[src/rtl/afc_pkg.sv]
package afc_pkg;

    typedef enum logic [1:0] {
        ST_IDLE   = 2'd0,
        ST_SEARCH = 2'd1,
        ST_SETTLE = 2'd2,
        ST_WATCH  = 2'd3
    } afc_state_e;

    typedef struct packed {
        logic load;   // reload band with midpoint code
        logic step;   // apply one search decision
        logic clr;    // restart the shared cycle timer
    } afc_ctl_t;

    function automatic logic over_target(input logic [31:0] cnt, input logic [31:0] tgt);
        return cnt > tgt;
    endfunction

    function automatic int max_int(input int a, input int b);
        return (a > b) ? a : b;
    endfunction

endpackage

[src/rtl/afc_sar.sv]
module afc_sar #(
    parameter int BAND_W = 4
) (
    input  logic              clk,
    input  logic              rst,
    input  logic              load,
    input  logic              step,
    input  logic              too_fast,
    output logic [BAND_W-1:0] band,
    output logic              last
);
    localparam logic [BAND_W-1:0] MID_CODE = {1'b1, {(BAND_W-1){1'b0}}};

    logic [BAND_W-1:0] trial_q;
    logic [BAND_W-1:0] band_nx;

    always_comb begin
        band_nx = band;
        if (too_fast) band_nx = band_nx & ~trial_q;
        band_nx = band_nx | (trial_q >> 1);
    end

    always_ff @(posedge clk) begin
        if (rst) begin
            band    <= '0;
            trial_q <= '0;
        end else if (load) begin
            band    <= MID_CODE;
            trial_q <= MID_CODE;
        end else if (step) begin
            band    <= band_nx;
            trial_q <= trial_q >> 1;
        end
    end

    assign last = trial_q[0];

    AST_TRIAL_ONEHOT: assert property (@(posedge clk) disable iff (rst)
        $onehot0(trial_q));
    AST_LOAD_MIDPOINT: assert property (@(posedge clk) disable iff (rst)
        load |=> (band == MID_CODE));

endmodule

[src/rtl/afc_cycle_timer.sv]
module afc_cycle_timer #(
    parameter int W = 12
) (
    input  logic         clk,
    input  logic         rst,
    input  logic         clr,
    output logic [W-1:0] count
);
    always_ff @(posedge clk) begin
        if (rst || clr)       count <= '0;
        else if (count != '1) count <= count + 1'b1;
    end
endmodule

[src/rtl/afc_lock_monitor.sv]
module afc_lock_monitor #(
    parameter int LINES = 4
) (
    input  logic             clk,
    input  logic             rst,
    input  logic             arm,
    input  logic [LINES-1:0] in_win,
    output logic             trip
);
    logic [LINES-1:0] sync1_q;
    logic [LINES-1:0] sync2_q;

    for (genvar g = 0; g < LINES; g++) begin : g_sync
        always_ff @(posedge clk) begin
            if (rst) begin
                sync1_q[g] <= 1'b1;
                sync2_q[g] <= 1'b1;
            end else begin
                sync1_q[g] <= in_win[g];
                sync2_q[g] <= sync1_q[g];
            end
        end
    end

    // NAND of all inside-window flags: high when any line has left its window
    assign trip = arm & ~(&sync2_q);

    AST_TRIP_NEEDS_BAD_FLAG: assert property (@(posedge clk) disable iff (rst)
        trip |-> !(&$past(in_win, 2)));

endmodule

[src/rtl/afc_relock_ctrl.sv]
module afc_relock_ctrl
    import afc_pkg::*;
#(
    parameter int BAND_W     = 4,
    parameter int CNT_W      = 12,
    parameter int SETTLE_CYC = 3200,
    parameter int RCNT_W     = 4
) (
    input  logic              clk,
    input  logic              rst,
    input  logic              start,
    input  logic [3:0]        ctl_in_win,
    input  logic [CNT_W-1:0]  win_cycles,
    input  logic [CNT_W-1:0]  target_cnt,
    input  logic [CNT_W-1:0]  vco_count,
    output logic              meas_clear,
    output logic [BAND_W-1:0] band_code,
    output logic              cal_done,
    output logic              relock_pulse,
    output logic [RCNT_W-1:0] relock_count
);
    localparam int SET_W = $clog2(SETTLE_CYC + 1);
    localparam int TMR_W = max_int(CNT_W, SET_W);
    localparam logic [TMR_W-1:0]  SETTLE_LAST = TMR_W'(SETTLE_CYC - 1);
    localparam logic [BAND_W-1:0] MID_CODE    = {1'b1, {(BAND_W-1){1'b0}}};

    afc_state_e       state_q, state_d;
    afc_ctl_t         ctl;
    logic [TMR_W-1:0] tmr_cnt;
    logic [TMR_W:0]   tmr_next;
    logic [TMR_W:0]   win_ext;
    logic             win_last, settle_last, too_fast, sar_last, trip;

    assign tmr_next    = {1'b0, tmr_cnt} + 1'b1;
    assign win_ext     = {{(TMR_W + 1 - CNT_W){1'b0}}, win_cycles};
    assign win_last    = tmr_next >= win_ext;       // 0 behaves as 1
    assign settle_last = (tmr_cnt == SETTLE_LAST);
    assign too_fast    = over_target(32'(vco_count), 32'(target_cnt));

    always_comb begin
        state_d  = state_q;
        ctl      = '0;
        unique case (state_q)
            ST_IDLE: if (start) begin
                state_d  = ST_SEARCH;
                ctl.load = 1'b1;
            end
            ST_SEARCH: if (win_last) begin
                ctl.step = 1'b1;
                ctl.clr  = 1'b1;
                if (sar_last) state_d = ST_SETTLE;
            end
            ST_SETTLE: if (settle_last) state_d = ST_WATCH;
            ST_WATCH: if (trip) begin
                state_d  = ST_SEARCH;
                ctl.load = 1'b1;
            end
            default: state_d = ST_IDLE;
        endcase
        if (state_d != state_q) ctl.clr = 1'b1;
    end

    always_ff @(posedge clk) begin
        if (rst) begin
            state_q      <= ST_IDLE;
            relock_pulse <= 1'b0;
            relock_count <= '0;
        end else begin
            state_q      <= state_d;
            relock_pulse <= (state_q == ST_WATCH) && trip;
            if ((state_q == ST_WATCH) && trip && (relock_count != '1))
                relock_count <= relock_count + 1'b1;
        end
    end

    afc_sar #(.BAND_W(BAND_W)) sar_i (
        .clk      (clk),
        .rst      (rst),
        .load     (ctl.load),
        .step     (ctl.step),
        .too_fast (too_fast),
        .band     (band_code),
        .last     (sar_last)
    );

    afc_cycle_timer #(.W(TMR_W)) tmr_i (
        .clk   (clk),
        .rst   (rst),
        .clr   (ctl.clr),
        .count (tmr_cnt)
    );

    afc_lock_monitor #(.LINES(4)) mon_i (
        .clk    (clk),
        .rst    (rst),
        .arm    (state_q == ST_WATCH),
        .in_win (ctl_in_win),
        .trip   (trip)
    );

    assign meas_clear = (state_q == ST_SEARCH) && (tmr_cnt == '0);
    assign cal_done   = (state_q == ST_SETTLE) || (state_q == ST_WATCH);

    AST_RELOCK_SINGLE: assert property (@(posedge clk) disable iff (rst)
        relock_pulse |=> !relock_pulse);
    AST_RELOCK_RELOADS: assert property (@(posedge clk) disable iff (rst)
        relock_pulse |-> (band_code == MID_CODE) && !cal_done);
    AST_COUNT_MONOTONIC: assert property (@(posedge clk) disable iff (rst)
        1'b1 |=> relock_count >= $past(relock_count));
    AST_BAND_FROZEN: assert property (@(posedge clk) disable iff (rst)
        (cal_done && $past(cal_done)) |-> $stable(band_code));
    AST_RELOCK_ONLY_ARMED: assert property (@(posedge clk) disable iff (rst)
        relock_pulse |-> $past(state_q == ST_WATCH));

endmodule

[config.mk]
export PLATFORM = sky130hd
export DESIGN_NAME = afc_relock_ctrl
export DESIGN_NICKNAME = d
export VERILOG_FILES = /design/src/rtl/afc_pkg.sv /design/src/rtl/afc_sar.sv /design/src/rtl/afc_cycle_timer.sv /design/src/rtl/afc_lock_monitor.sv /design/src/rtl/afc_relock_ctrl.sv
export SDC_FILE = /design/constraint.sdc
export NUM_CORES = 1
export LEC_CHECK = 0
export CAP_MARGIN = 20
export CORE_ASPECT_RATIO = 1.1
export CORE_MARGIN = 2
export CORE_UTILIZATION = 35
export CTS_CLUSTER_SIZE = 28
export DETAILED_ROUTE_END_ITERATION = 10
export RECOVER_POWER = 50
export SYNTH_ARGS = -nofsm -noshare
export SYNTH_HDL_FRONTEND = slang
export SYNTH_HIERARCHICAL = 1
export SYNTH_SLANG_ARGS = --single-unit
[constraint.sdc]
create_clock -name clk -period 8.2 [get_ports clk]
set_clock_uncertainty 0.05 [all_clocks]
set_input_delay 0.82 -clock clk [delete_from_list [all_inputs] [get_ports clk]]
set_output_delay 0.82 -clock clk [all_outputs]
set_load 0.02 [all_outputs]
Word level (Yosys, flattened, before mapping)
Index checks and enable logic that the tools add are counted.
{ "classes": {"n_addsub": 3, "mul": 0, "div_mod_pow": 0, "n_lt_le_gt_ge": 2, "eq_ne": 7, "shifts": 0, "muxes": 17, "n_bitwise": 5, "n_reduce_logical": 10} }
{ "op_table": {"columns": ["cell", "count"], "rows": [
  ["4-bit two-way mux", 5],
  ["2-bit two-way mux", 7],
  ["12-bit by 1-bit adder with 13-bit output (second input constant)", 1],
  ["13-bit by 12-bit >= comparator with 1-bit output", 1],
  ["12-bit by 1-bit adder with 12-bit output (second input constant)", 1],
  ["12-bit equality test (second input constant)", 1],
  ["12-bit greater-than comparator", 1],
  ["12-bit logical NOT", 1],
  ["12-bit != test (second input constant)", 1],
  ["2-bit one-hot mux with 4 select lines", 1],
  ["4-bit by 1-bit adder with 4-bit output (second input constant)", 1],
  ["4-bit AND", 1],
  ["2-bit equality test (second input constant)", 2],
  ["4-bit != test (second input constant)", 1],
  ["4-bit inverter", 1],
  ["4-bit by 3-bit OR with 4-bit output", 1],
  ["4-bit AND reduction", 1],
  ["1-bit logical AND", 3],
  ["1-bit two-way mux", 3],
  ["2-bit by 1-bit equality test with 1-bit output (second input constant)", 1],
  ["2-bit logical NOT", 1],
  ["1-bit logical OR", 2],
  ["2-bit != test", 1],
  ["1-bit one-hot mux with 2 select lines", 1],
  ["4 further kinds", 4]
]} }
{ "totals": {"ff_bits": 35, "latch_bits": 0, "mem_bits_rw": 0, "rom_bits": 0, "inputBits": 43, "memories": 0} }

Logic depth before layout (Yosys ltp)
{ "logic_depth": {"word_depth": 8, "mapped_depth": 16, "ltp_nobuf": 15} }

Modules after synthesis
The synthesis kept the hierarchy.
{ "by_module_without_submodules": {"columns": ["module", "instances", "cells_each", "area_each_um2"], "rows": [
  ["afc_relock_ctrl", 1, 176, 1301.2],
  ["afc_cycle_timer", 1, 65, 574.3],
  ["afc_sar", 1, 31, 330.3],
  ["afc_lock_monitor", 1, 18, 222.7]
]} }

Least setup slack after synthesis
OpenSTA, ideal clock, no wires.
{ "synth_path": {"path_type": "flip-flop to flip-flop", "startpoint": "register tmr_i.count[2]", "endpoint": "register tmr_i.count[4]", "setup_time_ns": 0.059, "t_arrival_ns": 3.210, "t_required_ns": 8.091, "path_slack_ns": 4.881, "stages_incl_launch_ff": 16, "synth_period_minus_slack_ns": 3.319, "path_cell_list": "dfxtp_1 and4_1 and3_4 and2_4 xor2_1 ha_1 a21o_1 a21oi_1 o21ai_0 a21oi_1 a21oi_1 nand3b_1 or2_0 clkbuf_1 or4_1 nand2_1"} }
{ "synth_lines": {"columns": ["item", "line_no", "source"], "rows": [
  ["start, declared", "afc_cycle_timer.sv:7", "output logic [W-1:0] count"],
  ["start signal, assigned", "afc_cycle_timer.sv:11", "else if (count != '1) count <= count + 1'b1;"]
]} }

==> key figures <==
Detailed routing
  • DRT antenna net count: 0
  • Drt drc: 0
  • Total number of vias: approximately 2100
  • Via density: approximately 5.0
  • Routed length per instance: between 10 and 15 microns
  • Drt first pass iters: 4
  • Total Routed Length: between 4000 and 5000 microns
  • Iter 0 DRT Violations: 74

Final layout
  • Multi-input gate area: between 1500 and 2000 sq um
  • Nets: around 420
  • Core Util, Final: 0.4685
  • Post-route cell area: 3126 sq um
  • Layout cells sized above 1: 0.05491
  • Fillers: roughly 700
  • Post-route insts no fill: 428
  • Diode count: 0
  • Layout area overhead: 28.70%
  • Register Area: ~700 sq um

Placement
  • Port Buffers: 53
  • Placed cell area: around 3000 sq um
  • Routability cong.: between 0.7 and 0.8
  • DP HPWL: 3850 microns
  • DP Cell Count: between 400 and 500

Logic synthesis
  • Register bit total from synthesis: 35
  • Synth area leader: dfxtp_1
  • Cells after synthesis: between 200 and 300
  • Adder-Cell Fraction of Synth Area: 0.1700
  • Post-synth top cells: dfxtp_1, inv_1, ha_1
  • Mux cell area share after synthesis: 0.02885
  • Net Count, Synth: approximately 370
  • Post-synth top flop: dfxtp_1
  • XOR/XNOR share of the synthesized area: 0.05410
  • Cell with the most instances after synthesis: dfxtp_1
  • Compound-Gate Fraction of Synth Area: 0.1463
  • Largest family of logic cells by synthesized area: simple AND/OR/NAND/NOR gates
  • Post-synthesis sequential area ratio: 0.2885
  • Top post-synthesis cells by area: dfxtp_1, ha_1, inv_1
  • Ys Warns: 6
  • Simple-Gate Fraction of Synth Area: 0.2499
  • Number of synthesized flops with an enable pin: 0
  • Post-synth top area share: 0.2885
  • Post-synth cell types: 48
  • Cell area after synthesis: about 2400 sq um
  • Syn Area/Cell: between 8 and 9 sq um
  • Ys async rst share: 0

Timing
  • Unrepaired setup endpoints after global routing: false
  • Period utilization: 0.4918
  • Worst-margin pin slew: roughly 0.87 ns
  • Relative max-transition margin: 0.4172
  • Final setup viols: 0
  • Post-layout min period: a little over 4 ns
  • Sum Neg Setup Slack: 0 ns
  • Max-slew violation count: 0
  • Max Fclk: ~250 MHz
  • Final Hold Vio Count: 0

CTS
  • Hold Buf Count CTS: 0
  • Post-cts sizing count: 0
  • Num CTS Buffers: 5
  • Clock transition at path regs: ~0.07 ns
  • Root buffer cell: clkbuf_8
  • H-tree Lvls: 2
  • Clk buf depth: 2
  • Clock latency on the worst-skew pair: 0.28 ns
  • CTS tree: built
  • Setup repair bufs after CTS: 0
  • Clock sinks: 35

Floorplanning
  • Die Area: around 7600 sq um
  • IO Count: 54
  • Starting Density: 0.3640
  • Die Y: slightly above 90 microns
  • Rows: 31
  • Die width: about 83 microns
  • CORE AREA: about 6700 sq um

GRT
  • Met3 Usage GRT: 0.02818
  • Fraction of met1 tracks used by global routing: 0.1677
  • Antenna violations before repair: 0
  • First-pass GRT wire length: approximately 8800 microns
  • GR Util met2: 0.2392
  • GRT Total Usage: 0.1352
  • Vias in the first global route: about 2000
  • Global route hottest layer: met2
  • Total grt overflow: 0
  • Largest net degree at the start of global routing: 23

Worst setup path
  • Worst path required time: approximately 8.4 ns
  • Critical Path Fanout Max: 12
  • Startpoint types: register
  • Arrival @ worst endpoint: 4.21 ns
  • CP Class: register to register
  • CP Capture Type: register

Worst hold path
  • Hold Crit Class: register to register

Flow run
  • MaxCap Viol Count: 0

Power and ir drop
  • Total power: roughly 390 uW
  • Leakage power: approximately 1.4 nW
  • Max VDD drop: 0.1016 mV
  • Power density over the cells: 125.9 nW/um^2

Status
  • Status: finished, final reports clean
[routing by layer]
layer | vias to the layer above | routed length, microns
li1 | 1130 | -
met1 | 951 | 2270
met2 | 46 | 2329
met3 | 9 | 199
met4 | 0 | 72
met5 | - | 0
[final timing paths]
path	start	end	slack (ns)	cells after the start
setup reg to reg	tmr_i/count[0]	tmr_i/count[4]	4.17	14
setup / recovery	tmr_i/count[0]	tmr_i/count[4]	4.17	14
hold reg to reg	mon_i/sync1_q[3]	mon_i/sync2_q[3]	0.35	1
hold / removal	mon_i/sync1_q[3]	mon_i/sync2_q[3]	0.35	1
[flip-flops by register name, summed over array words and instances, names as in the netlist]
signal	cells
mon_i/sync1_q	4
relock_pulse	1
sar_i/trial_q	4
tmr_i/count	12
state_q	2
relock_count	4
mon_i/sync2_q	4
sar_i/band	4
[placed cells by master, fill, tap and decap left out, drive strengths merged, types with 6 or more instances in the layout]
| cell type | instances |
|---|---|
| dlygate4sd3 | 11 |
| dfxtp | 35 |
| xnor2 | 8 |
| clkdlybuf4s50 | 42 |
| nand3 | 12 |
| o21ai | 10 |
| or2 | 11 |
| clkbuf | 6 |
| xor2 | 7 |
| a21oi | 23 |
| nor2 | 22 |
| mux2i | 7 |
| inv | 34 |
| nor3 | 9 |
| nand2 | 18 |
| ha | 33 |
| nand4 | 6 |
[logic make-up (layout without fill, tap and decap cells)]
group | after synthesis | in the layout
and+or+nand+nor | 105 | 105
AOI/OAI and AO/OA | 57 | 57
buffers and inverters | 38 | 94
DFF | 35 | 35
adders and majority gates | 33 | 33
xor gates and xnor gates | 15 | 15
muxes | 7 | 7
[layout make-up]
class                      count  area share
inverter                      34     0.04083
sequential                    35      0.2242
clock inverter                 1    0.001601
multi-input combinational    217      0.5044
clock buffer                   6     0.02642
timing repair buffer          53      0.1697
tap                           82     0.03283
[worst max-delay path, stage by stage (launching register included)]
cell and delay, ns:
dfxtp_1 0.52, ha_1 0.30, and3_4 0.22, and2_4 0.15
xor2_1 0.15, ha_1 0.26, a21o_1 0.18, a21oi_1 0.15
o21ai_0 0.10, a21oi_1 0.27, a21oi_1 0.33, nand3b_1 0.29
or2_0 0.38, or4_1 0.55, nand2_1 0.08
[stage by stage]
| step | setup WS, ns | hold WS, ns |
|---|---|---|
| global route | 3.781 | 0.3949 |
| detailed placement | 4.047 | 0.3399 |
| finish | 4.167 | 0.3523 |
| CTS | 4.150 | 0.3564 |
| floorplan | 4.881 | 0.3332 |
| global placement | 4.154 | 0.3363 |
[power by group]
part | switching, mW | internal, mW
clock network | 0.0571 | 0.0658
logic | 0.0410 | 0.0455
registers | 0.00785 | 0.176
Power figures use the tool's default switching activity.
